[config.mk]
export PLATFORM = sky130hd
export DESIGN_NAME = padrm_read_unpad
export DESIGN_NICKNAME = d
export VERILOG_FILES = /design/src/rtl/padrm_pkg.sv /design/src/rtl/padrm_lane_select.sv /design/src/rtl/padrm_burst_track.sv /design/src/rtl/padrm_read_unpad.sv
export SDC_FILE = /design/constraint.sdc
export NUM_CORES = 1
export LEC_CHECK = 0
export ABC_AREA = 1
export BUFFER_PORTS_ARGS = -buffer_cell sky130_fd_sc_hd__buf_2
export CAP_MARGIN = 40
export CORE_AREA = 2 2 71 53
export CTS_CLUSTER_DIAMETER = 200
export DETAILED_ROUTE_END_ITERATION = 16
export DIE_AREA = 0 0 73 55
export GPL_TIMING_DRIVEN = 0
export HOLD_SLACK_MARGIN = 0.02
export PLACE_DENSITY = 0.82
export SLEW_MARGIN = 20
export SYNTH_ARGS = -nofsm -noshare
export SYNTH_HDL_FRONTEND = slang
export SYNTH_SLANG_ARGS = --single-unit
[constraint.sdc]
create_clock -name clk -period 2.5 [get_ports clk]
set_input_delay 0.5 -clock clk [delete_from_list [all_inputs] [get_ports clk]]
set_output_delay 0.5 -clock clk [all_outputs]
set_load 0.05 [all_outputs]
[src/rtl/padrm_pkg.sv]
package padrm_pkg;

  typedef enum logic [1:0] {
    TRK_FRESH = 2'd0,
    TRK_MID   = 2'd1,
    TRK_DRAIN = 2'd2
  } trk_state_e;

  function automatic bit lane_is_top(int unsigned lane, int unsigned lanes);
    return lane == lanes - 1;
  endfunction

  function automatic int unsigned next_lane(int unsigned lane, int unsigned lanes);
    return (lane + 1 >= lanes) ? 0 : lane + 1;
  endfunction

  function automatic bit beat_is_final(int unsigned sent, int unsigned len_m1);
    return sent == len_m1;
  endfunction

endpackage

[src/rtl/padrm_lane_select.sv]
module padrm_lane_select #(
  parameter int NARROW_W = 16,
  parameter int LANES    = 4,
  parameter int LANE_W   = 2
) (
  input  logic [NARROW_W*LANES-1:0] wide,
  input  logic [LANE_W-1:0]         sel,
  output logic [NARROW_W-1:0]       narrow
);

  logic [NARROW_W-1:0] slice [LANES];

  for (genvar g = 0; g < LANES; g++) begin : g_slice
    assign slice[g] = wide[g*NARROW_W +: NARROW_W];
  end

  assign narrow = slice[sel];

endmodule

[src/rtl/padrm_burst_track.sv]
module padrm_burst_track
  import padrm_pkg::*;
#(
  parameter int LANES  = 4,
  parameter int LANE_W = 2,
  parameter int LEN_W  = 8
) (
  input  logic              clk,
  input  logic              rst,
  input  logic [LANE_W-1:0] start_lane,
  input  logic [LEN_W-1:0]  len_m1,
  input  logic              lane_fire,
  input  logic              burst_close,
  output logic [LANE_W-1:0] cur_lane,
  output logic              final_beat,
  output logic              draining
);

  trk_state_e        state_q;
  logic [LANE_W-1:0] lane_q;
  logic [LEN_W-1:0]  sent_q;

  assign cur_lane   = (state_q == TRK_FRESH) ? start_lane : lane_q;
  assign final_beat = beat_is_final(int'(sent_q), int'(len_m1));
  assign draining   = (state_q == TRK_DRAIN);

  always_ff @(posedge clk) begin
    if (rst) begin
      state_q <= TRK_FRESH;
      lane_q  <= '0;
      sent_q  <= '0;
    end else if (burst_close) begin
      state_q <= TRK_FRESH;
      lane_q  <= '0;
      sent_q  <= '0;
    end else if (lane_fire) begin
      sent_q  <= sent_q + LEN_W'(1);
      lane_q  <= LANE_W'(next_lane(int'(cur_lane), LANES));
      state_q <= final_beat ? TRK_DRAIN : TRK_MID;
    end
  end

endmodule

[src/rtl/padrm_read_unpad.sv]
module padrm_read_unpad
  import padrm_pkg::*;
#(
  parameter int NARROW_W = 16,
  parameter int LANES    = 4,
  parameter int ID_W     = 4,
  parameter int LEN_W    = 8,
  localparam int WIDE_W  = NARROW_W * LANES,
  localparam int LANE_W  = (LANES > 1) ? $clog2(LANES) : 1
) (
  input  logic              clk,
  input  logic              rst,
  input  logic              info_valid,
  output logic              info_ready,
  input  logic [LANE_W-1:0] info_start,
  input  logic [LEN_W-1:0]  info_len,
  input  logic              r_valid,
  output logic              r_ready,
  input  logic [WIDE_W-1:0] r_data,
  input  logic [ID_W-1:0]   r_id,
  input  logic [1:0]        r_resp,
  input  logic              r_last,
  output logic              l_valid,
  input  logic              l_ready,
  output logic [NARROW_W-1:0] l_data,
  output logic [ID_W-1:0]   l_id,
  output logic [1:0]        l_resp,
  output logic              l_last
);

  // Named internal events, observed by the bound checker.
  logic              lane_fire;
  logic              wide_pop;
  logic              burst_close;
  logic              lane_top;
  logic [LANE_W-1:0] cur_lane;
  logic              final_beat;
  logic              draining;
  logic              both_valid;

  padrm_burst_track #(
    .LANES  (LANES),
    .LANE_W (LANE_W),
    .LEN_W  (LEN_W)
  ) u_track (
    .clk         (clk),
    .rst         (rst),
    .start_lane  (info_start),
    .len_m1      (info_len),
    .lane_fire   (lane_fire),
    .burst_close (burst_close),
    .cur_lane    (cur_lane),
    .final_beat  (final_beat),
    .draining    (draining)
  );

  padrm_lane_select #(
    .NARROW_W (NARROW_W),
    .LANES    (LANES),
    .LANE_W   (LANE_W)
  ) u_select (
    .wide   (r_data),
    .sel    (cur_lane),
    .narrow (l_data)
  );

  assign both_valid  = info_valid & r_valid;
  assign lane_top    = lane_is_top(int'(cur_lane), LANES);
  assign l_valid     = both_valid & ~draining;
  assign lane_fire   = l_valid & l_ready;
  assign wide_pop    = (lane_fire & (lane_top | final_beat)) | (both_valid & draining);
  assign burst_close = wide_pop & r_last;

  assign r_ready    = wide_pop;
  assign info_ready = burst_close;
  assign l_last     = final_beat & ~draining;
  assign l_id       = r_id;
  assign l_resp     = r_resp;

endmodule

Yosys cells after proc, flatten, opt, wreduce, memory -nomap -nowiden:

Index checks and enable logic that the tools add are counted.

* ROM bits: 0
* output and inout port bits: 26
* bits in registers: 12
* memories: 0
* word-level logic and storage cells: 29
* latch bits: 0
* input port bits: 86
* memory bits (writable): 0

* order comparisons: 2
* eq/ne operators: 3
* mux-type cells: 6
* add/subtract/negate cells: 2
* bitwise operators: 11
* reduce and logical (&&, ||, !) cells: 2
* shift operators: 0
* multiply operators: 0
* div/mod/pow operators: 0

Operator list (number)
* $bmux W16 S2: 1
* $mux W16: 2
* $add A8 B1 Y8 const B: 1
* $eq A8 B8 Y1: 1
* $and A1 B1 Y1: 7
* $ge A3 B3 Y1 const B: 2
* $mux W2: 3
* $eq A2 B2 Y1 const B: 2
* $add A2 B1 Y3 const B: 1
* $not A2 Y3: 1
* $logic_not A2 Y1: 1
* $or A1 B1 Y1: 2
* $reduce_or A2 Y1: 1
* $not A1 Y1: 1

Depth between registers and ports, before layout:

* depth in word-level cells: 8
* mapped depth: 13
* depth with buffers taken out: 12

By module:

Synthesis repeated with hierarchy kept, for this count alone.

* cells, all modules: 314
* area, all modules: 1621.6 sq um

Modules (own cells, without submodules)
* padrm_lane_select: seq. area each 0.0 sq um, area each 805.8 sq um, instances 1, cells an instance 188
* padrm_burst_track: seq. area each 240.2 sq um, area each 705.7 sq um, instances 1, cells an instance 105
* padrm_read_unpad: seq. area each 0.0 sq um, area each 110.1 sq um, instances 1, cells an instance 21

Worst setup path before layout:

Ideal clock, no wire load.

* kind: register -> output
* start point: register u_track.state_q[0]
* end point: output info_ready
* arrival time: 1.855 ns
* stages on the path, launching flop included: 12
* required time: 2.000 ns
* slack: 0.145 ns
* path buffers: 1
* cell sequence: dfxtp_1 -> nor2_1 -> nand2_1 -> nand2_1 -> buf_2 -> ha_1 -> inv_1 -> nand2_1 -> nand2_1 -> nand2_2 -> nand2_4 -> inv_1

* longest elaborated chain between the ends: 7
* elaborated cells between the ends (all ways): 12
* those cells by class: 2 x eq/ne; 1 x mux; 8 x bitwise; 1 x reduce/logical

Ends and longest elaborated chain
* from (decl): line padrm_burst_track.sv:19 `trk_state_e state_q;`
* from (signal assigned): line padrm_burst_track.sv:39 `state_q <= final_beat ? TRK_DRAIN : TRK_MID;`
* $logic_not A2 Y1 or $eq A2 B2 Y1 (tied branches): line padrm_burst_track.sv:23, padrm_burst_track.sv:25
* $mux W2 or $not A1 Y1 (tied branches): line padrm_burst_track.sv:23, padrm_read_unpad.sv:69
* $eq A2 B2 Y1 or $and A1 B1 Y1 (tied branches): line padrm_pkg.sv:10, padrm_read_unpad.sv:69
* $or A1 B1 Y1 or $and A1 B1 Y1 (tied branches): line padrm_read_unpad.sv:71, padrm_read_unpad.sv:70
* $and A1 B1 Y1: line padrm_read_unpad.sv:71 `assign wide_pop = (lane_fire & (lane_top | final_beat)) | (both_valid & draining);`
* $or A1 B1 Y1 *: line padrm_read_unpad.sv:71
* named net r_ready: line padrm_read_unpad.sv:18 `output logic r_ready,`
* $and A1 B1 Y1 *: line padrm_read_unpad.sv:72 `assign burst_close = wide_pop & r_last;`
* to (decl): line padrm_read_unpad.sv:14 `output logic info_ready,`

Mark *: on every way through the listed nets, which the timed path passes. The rest lies on a longest branch.

Worst setup path after layout:

* start point: register u_track.state_q[0]
* end point: output info_ready

* longest elaborated chain between the ends: 7
* elaborated cells between the ends (all ways): 12
* those cells by class: 2 x eq/ne; 1 x mux; 8 x bitwise; 1 x reduce/logical

Ends and longest elaborated chain (line)
* $logic_not A2 Y1 or $eq A2 B2 Y1 (tied branches): padrm_burst_track.sv:23, padrm_burst_track.sv:25
* $mux W2 or $not A1 Y1 (tied branches): padrm_burst_track.sv:23, padrm_read_unpad.sv:69
* $eq A2 B2 Y1 or $and A1 B1 Y1 (tied branches): padrm_pkg.sv:10, padrm_read_unpad.sv:69
* $or A1 B1 Y1 or $and A1 B1 Y1 (tied branches): padrm_read_unpad.sv:71, padrm_read_unpad.sv:70
* $and A1 B1 Y1: padrm_read_unpad.sv:71
* $or A1 B1 Y1 *: padrm_read_unpad.sv:71
* $and A1 B1 Y1 *: padrm_read_unpad.sv:72

Every way passes the cells marked *; elsewhere a longest branch is shown, timed or not.

==> results.toml <==
[status]
status = "complete, no violations"

[floorplan]
die_w_um = 73
design.die.area_mm2 = 0.00402
core.rowCount = 18
start_util_pct = 38.1
core_mm2 = 0.00336
ioPinCount = 112
fp.dieH_um = 55

[power]
leakage_nw = 1.01
ir_drop_mv = 0.288
powerDensity_mw_per_mm2 = 440

[global_route]
grt_pass1_wl_um = 6380
grt_pass1_vias = 1537
grt_use_total_pct = 20.3
grt_antenna_before_repair = 0
grt_max_degree = 11
overflow = 0

[sta]
slew_viol_final = 0
fin_worst_skew_ps = 1.75
period_minus_slack_ps = 2370
slew-limit-headroom_pct = 76.7
rsz0062_at_grt = "true"
holdWs_ps = 514
hold_viol_final = 0
worst_slew_pin_slew_ps = 349
fmax_mhz = 422
setup_viol = 0
finalCritPeriodShare_pct = 94.8
tns_ps = 0

[clocking]
post_cts_buffers = 0
path_clk_slew_ps = 50
clockBufferDepth = 2
ctsHoldBuffers = 0
clk_latency_ps = 240
cts_root_buf = "clkbuf_8"
cts_tree = "built"
numCtsBuffers = 3
cts_max_level = 1
cts.sinks = 12

[worst_setup_path]
critPathLaunchType = "register"
path_cells = "nor2_2, o21ai_2, buf_6, ha_1, inv_1, nand2_1, nand2_1, nand2_2, nand2_4, inv_1, clkbuf_4"
critical_path_class = "register to output pin"
crit_arrival_ps = 1870
end_kind = "output pin"
cp_max_fo = 10
slowest_delay_ps = 380
cp_top_family = "buffers and inverters"
cp.required_ps = 2000
crit_slowest_cell = "dfxtp_1"
crit_buf_inv = 4

[finish]
fin_nets = 409
final_layout_size_suffix_gt1_share_pct = 46.4
area_growth_pct = 50.1
design_area_mm2 = 0.00192
fillers = 352
multi_input_area_um2 = 847
seqCellArea_um2 = 240
antenna_cells = 0

[worst_hold_path]
hold_path.class = "register to register"

[synthesis]
ys_seq_area_share_pct = 18.8
yosys_warnings = 0
synth_area_leaders = "dfxtp_1 19%, o21ai_0 13%, nor2_1 12%"
synth.distinct_cells = 26
synth_largest_area_cell = "dfxtp_1"
synth.avg_cell_area_um2 = 6.07
syn_inst = 211
syn_nets = 299
netlist_area_mm2 = 0.00128
synth_top_cell_area_share_pct = 18.8
ys_ff_latch = 12

[detailed_routing]
ant_nets = 0
drc = 0
first_pass_iters = 4
vias = 1708
drt-total-wl_um = 3960
drt_iter0_drc = 41
viasPerCell = 4.76
wire_per_inst_um = 11.0

[flow_run]
cap_violations = 0

[placement]
postPlaceCellArea_mm2 = 0.00186
gp_congestion = 0.819
place_hpwl_um = 3240
numPortBuffers = 105
-- worst paths after layout --
path | from | endpoint | slack [ps] | cells past startpoint
setup / recovery | u_track.state_q[0] | info_ready | 130 | 11
hold / removal | u_track.lane_q[0] | u_track.lane_q[0] | 510 | 2
setup reg to reg | u_track.state_q[0] | u_track.sent_q[2] | 770 | 12
hold reg to reg | u_track.lane_q[0] | u_track.lane_q[0] | 510 | 2
-- through the flow --
| step | power (mW) | util [%] | std cells | worst slack (ps) |
|---|---|---|---|---|
| 5_1_grt | 0.898 | 57.3 | 359 | -6.30 |
| 4_1_cts | 0.844 | 56.7 | 359 | 37.9 |
| 2_1_floorplan | 0.530 | - | 211 | 145 |
| 6_report | 0.846 | 57.3 | 359 | 130 |
| 3_5_place_dp | 0.667 | 55.3 | 356 | 136 |
| 3_3_place_gp | 0.662 | 55.3 | 356 | 153 |
-- worst register-to-register path, cell delays in order, from the launching register on --
cell	delay (ps)
dfxtp_1	380
nor2_2	80
o21ai_2	300
buf_6	190
ha_1	140
inv_1	30
nand2_1	50
nand2_1	50
nand2_2	90
nand2_4	60
nand2_4	70
buf_12	140
nor2_2	40
-- placed cells by master (no fill, tap or decap), types with 2 or more instances in the layout --
master,Yosys,routed
dfxtp_1,12,12
nand2_2,2,3
inv_1,20,20
nor2_2,12,13
nor2_1,40,39
o21ai_0,32,32
ha_1,2,2
inv_2,3,3
o22ai_1,16,16
xnor2_1,5,5
buf_2,7,108
xor2_1,6,6
o21ai_1,3,3
nand3_1,2,2
clkbuf_4,0,2
buf_4,6,7
nand2_1,32,31
buf_6,0,2
clkbuf_8,0,3
nand2_4,2,2
-- state kept, by name (all words and copies together) (netlist names) --
name and flops:
u_track.sent_q 8, u_track.lane_q 2, u_track.state_q 2
-- cell type report --
type                       instances  share of cell area (%)
tap                               40                    2.60
inverter                          24                    4.82
multi-input combinational        160                    44.1
buffer                            15                    6.25
clock buffer                       3                    2.15
sequential                        12                    12.5
timing repair buffer             105                    27.6
-- cell families (layout without fill, tap and decap cells) --
| logic type | after synthesis | after routing | synth area share, % |
|---|---|---|---|
| simple gates | 93 | 93 | 33.1 |
| compound gates | 54 | 54 | 23.2 |
| buf+inv | 39 | 147 | 15.4 |
| flops | 12 | 12 | 18.8 |
| xor+xnor | 11 | 11 | 7.53 |
| fa+ha+maj | 2 | 2 | 1.95 |
-- per-layer routing --
layer,track usage [%],share of wire (%),vias up
li1,-,-,892
met1,24.6,47,746
met5,0,0,-
met3,3.99,5.3,5
met2,37.1,47,65
met4,5.56,0.81,0
-- synth_stat cells, drive strengths merged --
| cell | n |
|---|---|
| o21a | 1 |
| xor2 | 6 |
| o22ai | 16 |
| nor2 | 52 |
| o21ai | 36 |
| nor3 | 1 |
| inv | 24 |
| nand4 | 1 |
| xnor2 | 5 |
| buf | 14 |
| a21oi | 1 |
| clkbuf | 1 |
| dfxtp | 12 |
| nand2 | 36 |
| nand3 | 3 |
| ha | 2 |
-- power breakdown --
group          switching (mW)  leakage (nW)  internal (mW)  total (mW)
clock network          0.0677        0.0216          0.106       0.174
logic                   0.320         0.889          0.153       0.473
registers             0.00412        0.0971          0.196       0.200
-- repair_timing --
| action | 4_1_cts | 5_1_grt |
|---|---|---|
| resized for setup | 3 | 8 |
| setup endpoints to repair | 2 | 12 |
| pin swaps | 0 | 0 |
| gates cloned | 0 | 0 |
No activity file was read; power rests on OpenSTA's default activity.
